**src/rtl/i2spk_pkg.sv**
```systemverilog
package i2spk_pkg;

   typedef enum logic [1:0] {
      STD_PHILIPS = 2'd0,
      STD_PCM     = 2'd1,
      STD_MSBJ    = 2'd2,
      STD_LSBJ    = 2'd3
   } std_e;

   typedef enum logic [1:0] {
      SMP_16  = 2'd0,
      SMP_24  = 2'd1,
      SMP_32  = 2'd2,
      SMP_RSV = 2'd3
   } smp_e;

   // Slot layouts: where the words sit inside the slot
   typedef enum logic [2:0] {
      LAY_SHORT = 3'd0,  // 16-bit slot, one word
      LAY_HI16  = 3'd1,  // 32-bit slot, word in upper half
      LAY_LO16  = 3'd2,  // 32-bit slot, word in lower half
      LAY_HI24  = 3'd3,  // 24 bits, left justified
      LAY_LO24  = 3'd4,  // 24 bits, right justified
      LAY_FULL  = 3'd5,  // 32 bits, two words
      LAY_BAD   = 3'd6   // no defined layout
   } layout_e;

endpackage

```
**src/rtl/i2spk_cfg_dec.sv**
```systemverilog
module i2spk_cfg_dec
   import i2spk_pkg::*;
(
   input  logic [1:0] fmt_std,
   input  logic [1:0] smp_len,
   input  logic       slot_len,
   output layout_e    layout,
   output logic [1:0] acc_cnt,
   output logic       cfg_err
);

   logic is_lsbj;
   assign is_lsbj = (fmt_std == STD_LSBJ);

   always_comb begin
      layout = LAY_BAD;
      if (!slot_len) begin
         if (smp_len == SMP_16) layout = LAY_SHORT;
      end else begin
         case (smp_len)
            SMP_16:  layout = is_lsbj ? LAY_LO16 : LAY_HI16;
            SMP_24:  layout = is_lsbj ? LAY_LO24 : LAY_HI24;
            SMP_32:  layout = LAY_FULL;
            default: layout = LAY_BAD;
         endcase
      end
   end

   always_comb begin
      case (layout)
         LAY_SHORT, LAY_HI16, LAY_LO16: acc_cnt = 2'd1;
         LAY_HI24, LAY_LO24, LAY_FULL:  acc_cnt = 2'd2;
         default:                       acc_cnt = 2'd0;
      endcase
   end

   assign cfg_err = (layout == LAY_BAD);

endmodule

```
**src/rtl/i2spk_tx.sv**
```systemverilog
module i2spk_tx
   import i2spk_pkg::*;
#(
   parameter int WORD_W = 16
) (
   input  logic              clk,
   input  logic              rst_n,
   input  layout_e           layout,
   input  logic [1:0]        acc_cnt,
   input  logic              slot_start,
   input  logic              bit_en,
   input  logic              wr,
   input  logic [WORD_W-1:0] wdata,
   output logic              req,
   output logic              ser_out
);

   localparam int SLOT_W = 2 * WORD_W;
   localparam int HALF_W = WORD_W / 2;

   logic [WORD_W-1:0] stage0, stage1;
   logic [1:0]        widx;
   logic [SLOT_W-1:0] slot_img, shreg;
   logic              wr_ok;

   assign req   = (widx < acc_cnt);
   assign wr_ok = wr && !slot_start && req;

   always_ff @(posedge clk or negedge rst_n) begin
      if (!rst_n) begin
         widx   <= '0;
         stage0 <= '0;
         stage1 <= '0;
      end else if (slot_start) begin
         widx <= '0;
      end else if (wr_ok) begin
         widx <= widx + 2'd1;
         if (widx == 2'd0) stage0 <= wdata;
         else              stage1 <= wdata;
      end
   end

   always_comb begin
      case (layout)
         LAY_SHORT: slot_img = {stage0, {WORD_W{1'b0}}};
         LAY_HI16:  slot_img = {stage0, {WORD_W{1'b0}}};
         LAY_LO16:  slot_img = {{WORD_W{1'b0}}, stage0};
         LAY_HI24:  slot_img = {stage0, stage1[WORD_W-1:HALF_W], {HALF_W{1'b0}}};
         LAY_LO24:  slot_img = {{HALF_W{1'b0}}, stage0[HALF_W-1:0], stage1};
         LAY_FULL:  slot_img = {stage0, stage1};
         default:   slot_img = '0;
      endcase
   end

   always_ff @(posedge clk or negedge rst_n) begin
      if (!rst_n)          shreg <= '0;
      else if (slot_start) shreg <= slot_img;
      else if (bit_en)     shreg <= {shreg[SLOT_W-2:0], 1'b0};
   end

   assign ser_out = shreg[SLOT_W-1];

endmodule

```
**src/rtl/i2spk_rx.sv**
```systemverilog
module i2spk_rx
   import i2spk_pkg::*;
#(
   parameter int WORD_W = 16
) (
   input  logic              clk,
   input  logic              rst_n,
   input  layout_e           layout,
   input  logic              slot_start,
   input  logic              bit_en,
   input  logic              ser_in,
   output logic              done,
   output logic [WORD_W-1:0] word0,
   output logic [WORD_W-1:0] word1
);

   localparam int SLOT_W = 2 * WORD_W;
   localparam int HALF_W = WORD_W / 2;
   localparam int CNT_W  = $clog2(SLOT_W + 1);

   logic [SLOT_W-1:0] cap, cap_nx;
   logic [CNT_W-1:0]  bcnt, nbits;
   logic [WORD_W-1:0] hi, lo, u0, u1;
   logic              last_bit;

   assign nbits    = (layout == LAY_SHORT) ? CNT_W'(WORD_W) : CNT_W'(SLOT_W);
   assign cap_nx   = {cap[SLOT_W-2:0], ser_in};
   assign hi       = cap_nx[SLOT_W-1:WORD_W];
   assign lo       = cap_nx[WORD_W-1:0];
   assign last_bit = bit_en && !slot_start && (bcnt == nbits - CNT_W'(1));

   always_comb begin
      u0 = '0;
      u1 = '0;
      case (layout)
         LAY_SHORT, LAY_LO16: u0 = lo;
         LAY_HI16:            u0 = hi;
         LAY_HI24: begin
            u0 = hi;
            u1 = {lo[WORD_W-1:HALF_W], {HALF_W{1'b0}}};
         end
         LAY_LO24: begin
            u0 = {{HALF_W{1'b0}}, hi[HALF_W-1:0]};
            u1 = lo;
         end
         LAY_FULL: begin
            u0 = hi;
            u1 = lo;
         end
         default: ;
      endcase
   end

   always_ff @(posedge clk or negedge rst_n) begin
      if (!rst_n) begin
         cap  <= '0;
         bcnt <= '0;
      end else if (slot_start) begin
         bcnt <= '0;
      end else if (bit_en && bcnt < nbits) begin
         cap  <= cap_nx;
         bcnt <= bcnt + CNT_W'(1);
      end
   end

   always_ff @(posedge clk or negedge rst_n) begin
      if (!rst_n) begin
         done  <= 1'b0;
         word0 <= '0;
         word1 <= '0;
      end else begin
         done <= 1'b0;
         if (last_bit && layout != LAY_BAD) begin
            done  <= 1'b1;
            word0 <= u0;
            word1 <= u1;
         end
      end
   end

endmodule

```
**src/rtl/i2s_word_packer.sv**
```systemverilog
module i2s_word_packer
   import i2spk_pkg::*;
#(
   parameter int WORD_W = 16
) (
   input  logic              clk,
   input  logic              rst_n,
   input  logic [1:0]        fmt_std,
   input  logic [1:0]        smp_len,
   input  logic              slot_len,
   output logic              cfg_err,
   output logic [1:0]        acc_cnt,
   input  logic              tx_wr,
   input  logic [WORD_W-1:0] tx_word,
   output logic              tx_req,
   input  logic              slot_start,
   input  logic              bit_en,
   output logic              ser_out,
   input  logic              ser_in,
   output logic              rx_done,
   output logic [WORD_W-1:0] rx_word0,
   output logic [WORD_W-1:0] rx_word1
);

   generate
      if (WORD_W < 4 || (WORD_W % 2) != 0) begin : g_bad_width
         $error("i2s_word_packer: WORD_W must be even and at least 4");
      end
   endgenerate

   layout_e layout;

   i2spk_cfg_dec dec_i (
      .fmt_std (fmt_std),
      .smp_len (smp_len),
      .slot_len(slot_len),
      .layout  (layout),
      .acc_cnt (acc_cnt),
      .cfg_err (cfg_err)
   );

   i2spk_tx #(.WORD_W(WORD_W)) tx_i (
      .clk       (clk),
      .rst_n     (rst_n),
      .layout    (layout),
      .acc_cnt   (acc_cnt),
      .slot_start(slot_start),
      .bit_en    (bit_en),
      .wr        (tx_wr),
      .wdata     (tx_word),
      .req       (tx_req),
      .ser_out   (ser_out)
   );

   i2spk_rx #(.WORD_W(WORD_W)) rx_i (
      .clk       (clk),
      .rst_n     (rst_n),
      .layout    (layout),
      .slot_start(slot_start),
      .bit_en    (bit_en),
      .ser_in    (ser_in),
      .done      (rx_done),
      .word0     (rx_word0),
      .word1     (rx_word1)
   );

endmodule

```
**config.mk**
```make
export PLATFORM = sky130hd
export DESIGN_NAME = i2s_word_packer
export DESIGN_NICKNAME = d
export VERILOG_FILES = /design/src/rtl/i2spk_pkg.sv /design/src/rtl/i2spk_cfg_dec.sv /design/src/rtl/i2spk_tx.sv /design/src/rtl/i2spk_rx.sv /design/src/rtl/i2s_word_packer.sv
export SDC_FILE = /design/constraint.sdc
export NUM_CORES = 1
export LEC_CHECK = 0
export BUFFER_PORTS_ARGS = -buffer_cell sky130_fd_sc_hd__buf_2
export CORE_MARGIN = 2
export CORE_UTILIZATION = 45
export DETAILED_ROUTE_END_ITERATION = 8
export GPL_ROUTABILITY_DRIVEN = 0
export SYNTH_ARGS = -nofsm -noshare
export SYNTH_HDL_FRONTEND = slang
export SYNTH_SLANG_ARGS = --single-unit
export TNS_END_PERCENT = 10
```
**constraint.sdc**
```tcl
create_clock -name clk -period 6.9 [get_ports clk]
set_clock_uncertainty 0.15 [all_clocks]
set_input_delay 0.345 -clock clk [delete_from_list [all_inputs] [get_ports clk]]
set_output_delay 0.345 -clock clk [all_outputs]
set_load 0.02 [all_outputs]
```
# Word-level counts from Yosys, hierarchy flattened
# Cells that the tools add are included.
# Widths: inputs -> output; s select.
# op_classes
addsub	3
n_lt_le_gt_ge	2
eq_ne	11
muxes	17
n_bitwise	2
n_reduce_logical	22
# ops
operator	n
$pmux 32 s5	1
$mux 32	2
$pmux 16 s3	1
$pmux 16 s2	1
$mux 6	3
$eq 3x3->1 const B	3
$mux 3	3
$pmux 3 s3	1
$reduce_or 3->1	3
$add 6x1->6 const B	1
$eq 3x2->1 const B	2
$eq 6x6->1	1
$logic_and 1x1->1	6
$lt 6x6->1	1
$mux 2	3
$reduce_and 3->1	2
$reduce_bool 2->1	3
$reduce_or 2->1	3
$sub 6x1->6 const B	1
$eq 2x2->1 const B	2
$logic_not 2->1	2
$pmux 2 s2	1
$eq 3x1->1 const B	1
$logic_not 3->1	1
8 further kinds	9
# totals
ff_bits	136
elab_cells	66

# Longest topological paths before layout
# logic_depth
ltp_word	11
ltp_mapped	9

# By module
# Synthesis repeated with hierarchy kept, for this count alone.
# unflattened
cells_unflattened	566
hier_area_um2	6426.2
# modules_own_cells
mod	n_inst	cells_each	area_each_um2
i2spk_tx	1	292	3186.8
i2spk_rx	1	260	3159.3
i2spk_cfg_dec	1	14	80.1

# Worst setup path after synthesis
# No wires, ideal clock.
# synth_path
path_type	input to register
from	in smp_len[0]
to	reg tx_i.stage0[10]
setup_ps	125
t_arrival_ps	2653
required_ps	6625
slack_ps	3972
cell_stages	9
n_path_buf	2
cell_sequence	buf_2 xor2_1 and2_1 inv_1 ha_1 o31a_1 nor4b_4 buf_6 mux2_2
# synth_between
elab_chain_len	9
# synth_rtl
element	line_no	text
start: declaration	i2s_word_packer.sv:9	input logic [1:0] smp_len,
$eq 2x2->1, or another cell as far along	i2spk_cfg_dec.sv:20	case (smp_len)
$pmux 3 s3 / $mux 3 (equally long branches)	i2spk_cfg_dec.sv:20, i2spk_cfg_dec.sv:18	
$mux 3 *	i2spk_cfg_dec.sv:17	if (!slot_len) begin
$eq 3x2->1, or another cell as far along	i2spk_cfg_dec.sv:30	case (layout)
$reduce_or 3->1	i2spk_cfg_dec.sv:30	
$pmux 2 s2 *	i2spk_cfg_dec.sv:30	
via acc_cnt[1]	i2s_word_packer.sv:12	output logic [1:0] acc_cnt,
$lt 2x2->1 *	i2spk_tx.sv:26	assign req = (widx < acc_cnt);
$logic_and 1x1->1 *	i2spk_tx.sv:27	assign wr_ok = wr && !slot_start && req;
$reduce_and 3->1 (no source line) *	-	
end signal: assignment	i2spk_tx.sv:38	if (widx == 2'd0) stage0 <= wdata;
end: declaration	i2spk_tx.sv:21	logic [WORD_W-1:0] stage0, stage1;
# The timed path passes the listed nets; every way through them passes the cells marked *.
# A chain may end at the register's enable or synchronous reset.

# Worst setup path in the final report
# layout_path
from	in smp_len[1]
to	reg tx_i.stage1[1]
# layout_between
elab_chain_len	9
# layout_rtl
element	line_no	text
$eq 2x2->1, or another cell as far along	i2spk_cfg_dec.sv:20	
$pmux 3 s3 / $mux 3 (equally long branches)	i2spk_cfg_dec.sv:20, i2spk_cfg_dec.sv:18	
$mux 3 *	i2spk_cfg_dec.sv:17	
$eq 3x2->1, or another cell as far along	i2spk_cfg_dec.sv:30	
$reduce_or 3->1	i2spk_cfg_dec.sv:30	
$pmux 2 s2 *	i2spk_cfg_dec.sv:30	
$lt 2x2->1 *	i2spk_tx.sv:26	
$logic_and 1x1->1 *	i2spk_tx.sv:27	
$reduce_and 3->1 (no source line) *	-	
end signal: assignment	i2spk_tx.sv:39	else stage1 <= wdata;
end: declaration	i2spk_tx.sv:21	
# Mark *: on every way between the ends. The rest lies on a longest branch, timed or not.

==> results.sh <==
export IMPL_ys_ff_latch=136
export IMPL_vias=4383
export IMPL_synth_nets=551
export IMPL_hp_class="in -> reg"
export IMPL_rr_worst_depth=5
export IMPL_antenna_found_initial=0
export IMPL_clockBufferDepth=2
export IMPL_worstPathArrival_ns=3.18
export IMPL_holdPathStages=2
export IMPL_p_leak_nw=3.49
export IMPL_p_per_area_nw_per_um2=335
export IMPL_rsz0062_at_grt="false"
export IMPL_track_usage=0.207
export IMPL_wl_per_cell_um=19.0
export IMPL_io_buffer_count=64
export IMPL_required_ns=7.05
export IMPL_vias_per_cell=5.74
export IMPL_cp_depth=8
export IMPL_critPathTopFamily="simple AND/OR/NAND/NOR gates"
export IMPL_coreArea_um2=13800
export IMPL_final_layout_size_suffix_gt1_frac=0.328
export IMPL_status="complete, no violations"
export IMPL_vdd_drop_max_mv=0.175
export IMPL_synth_edf_count=0
export IMPL_avgSynthCellArea_um2=12.2
export IMPL_setup_viol=0
export IMPL_fillers=1196
export IMPL_ios=65
export IMPL_period_share=0.440
export IMPL_cts_tree="built"
export IMPL_cp_slowest_cell="nor4_4"
export IMPL_stdcell_count=763
export IMPL_die_area_um2=15000
export IMPL_path_cells="buf_2 > xor2_1 > and2_1 > inv_1 > ha_1 > o31a_1 > nor4_4 > mux2_2"
export IMPL_cts_setup_buffers=0
export IMPL_clk_latency_ns=0.42
export IMPL_worstMarginPinSlew_ns=1.14
export IMPL_routed_wl_um=14500
export IMPL_syn_area_um2=6330
export IMPL_drc=0
export IMPL_numCtsBuffers=17
export IMPL_dp_cells=730
export IMPL_antenna_cells=0
export IMPL_hold_viol=0
export IMPL_drtIter0Drc=293
export IMPL_ys_warn_count=0
export IMPL_clk_pin_slew_ns=0.06
export IMPL_ant_nets=0
export IMPL_htree_levels=4
export IMPL_path_class="in -> reg"
export IMPL_core_rowCount=43
export IMPL_syn_inst=519
export IMPL_totalNegativeSetupSlack_ns=0
export IMPL_period_minus_slack_ns=3.04
export IMPL_fmax_ghz=0.329
export IMPL_max_slew_margin_rel=0.236
export IMPL_synth_cell_types=53
export IMPL_grt_pass1_wl_um=23600
export IMPL_root_buffer="clkbuf_16"
export IMPL_end_kind="flop"
export IMPL_start_util=0.458
export IMPL_critical_path_max_stage_delay_ns=0.95
export IMPL_synthFlopType="dfrtp_1"
export IMPL_ys_async_sr_fraction=1.00
export IMPL_post_dp_hpwl_um=9570
export IMPL_grt_max_degree=90
export IMPL_gr_total_overflow=0
export IMPL_yosysSeqAreaShare=0.538
export IMPL_die_h_um=123
export IMPL_slew_violations=0
export IMPL_dr_pass1_iters=5
export IMPL_critPathLaunchType="primary input"
export IMPL_syn2layout_area_growth_pct=18.0
export IMPL_grt_pass1_vias=4343
export IMPL_die_width_um=123
export IMPL_cts_sinks=136
export IMPL_fin_nets=602
export IMPL_worst_path_buf_inv=2
export IMPL_crit_path_max_fanout=16
export IMPL_maxCapViolCount=0
==> state kept, by name, indices dropped and copies added (netlist names) <==
| register | count |
|---|---|
| rx_i.cap | 31 |
| tx_i.stage1 | 16 |
| rx_i.bcnt | 6 |
| rx_i.word1 | 16 |
| rx_i.done | 1 |
| tx_i.shreg | 32 |
| tx_i.widx | 2 |
| tx_i.stage0 | 16 |
| rx_i.word0 | 16 |
==> cell type report <==
class,count,area (um^2),area share
multi-input combinational,329,2680,0.359
inverter,15,57.6,0.00771
timing repair buffer,71,382,0.0511
tap,180,225,0.0302
sequential,136,3400,0.456
clock inverter,13,273,0.0365
clock buffer,19,443,0.0593
==> through the flow <==
stage          hold slack [ns]  setup slack [ns]  area [um^2]  power (mW)   util
4_1_cts                0.00585              3.86         7460        2.53  0.540
6_report                0.0284              3.86         7460        2.50  0.540
5_1_grt                 0.0130              3.64         7460        2.61  0.540
3_5_place_dp             0.324              3.43         6740        1.42  0.487
3_3_place_gp             0.314              3.58         6740        1.40  0.487
2_1_floorplan           -0.101              3.97         6330        1.30      -
==> power by group <==
part	total (mW)	internal [mW]	switching [mW]
clock network	1.09	0.759	0.333
registers	1.09	0.957	0.131
logic	0.319	0.171	0.148
total	2.50	1.89	0.612
==> synthesized netlist by cell type, drive strengths merged, types with 2 or more instances <==
| library cell | count | area, um^2 |
|---|---|---|
| a211oi | 9 | 67.6 |
| a21boi | 2 | 22.5 |
| a21oi | 13 | 65.1 |
| a221o | 8 | 80.1 |
| a22o | 8 | 70.1 |
| a31o | 7 | 61.3 |
| a31oi | 16 | 100 |
| a41oi | 16 | 140 |
| and3 | 9 | 56.3 |
| buf | 20 | 123 |
| clkbuf | 19 | 71.3 |
| clkinv | 2 | 8.75 |
| dfrtp | 136 | 3400 |
| ha | 5 | 62.6 |
| inv | 13 | 48.8 |
| mux2 | 73 | 822 |
| mux2i | 32 | 320 |
| nand2 | 21 | 78.8 |
| nand2b | 3 | 18.8 |
| nand3 | 35 | 175 |
| nor2 | 23 | 88.8 |
| nor2b | 2 | 12.5 |
| nor3 | 2 | 10.0 |
| nor3b | 2 | 15.0 |
| nor4 | 2 | 27.5 |
| nor4b | 3 | 62.6 |
| o21ai | 2 | 10.0 |
| o22ai | 9 | 62.6 |
| o31ai | 3 | 22.5 |
| o32ai | 7 | 61.3 |
| or3b | 2 | 17.5 |
| or4 | 3 | 22.5 |
==> worst paths after layout <==
kind	startpoint	to	slack (ns)
worst min register to register	rx_i.word1[7]	rx_i.word1[7]	0.34
worst max-delay path	smp_len[1]	tx_i.stage1[1]	3.86
min in group asynchronous	rst_n	rx_i.word1[8]	0.40
worst min-delay path	tx_word[12]	tx_i.stage0[12]	0.03
max in group asynchronous	rst_n	tx_i.shreg[1]	5.05
worst max register to register	rx_i.bcnt[0]	rx_i.word1[2]	4.25
==> routing by layer <==
metal	track usage	up-vias	part of all wire
met1	0.289	2266	0.46
met5	0	-	0
li1	-	2051	-
met3	0.0520	2	0.031
met2	0.321	64	0.50
met4	0.0618	0	0.0035
==> kinds of logic after synthesis <==
logic type / after synthesis / synth area share
buffers and inverters: 54 / 0.0397
AND/OR/NAND/NOR: 114 / 0.104
multiplexers: 105 / 0.181
adder cells (fa/ha/maj): 5 / 0.00989
AO/OA/AOI/OAI: 104 / 0.127
XOR/XNOR: 1 / 0.00138
flip-flops: 136 / 0.538
==> repair_timing <==
item	CTS	global route
hold endpoints to repair	88	0
hold buffers	1	0
gates resized for setup	0	0
==> layout by cell type (no fill, tap or decap), types with 7 or more instances in the layout <==
cell type    n
a22o_1       8
mux2i_1     32
a31oi_1     16
bufinv_16    8
a221o_1      8
and3_1       9
o32ai_1      7
a41oi_1     16
a31o_2       7
inv_1       13
clkbuf_16   17
dfrtp_1    136
a21oi_1     13
mux2_2      70
nand3_1     35
buf_2       63
nand2_1     21
nor2_1      22
o22ai_1      8
a211oi_1     9
Power figures use the tool's default switching activity.
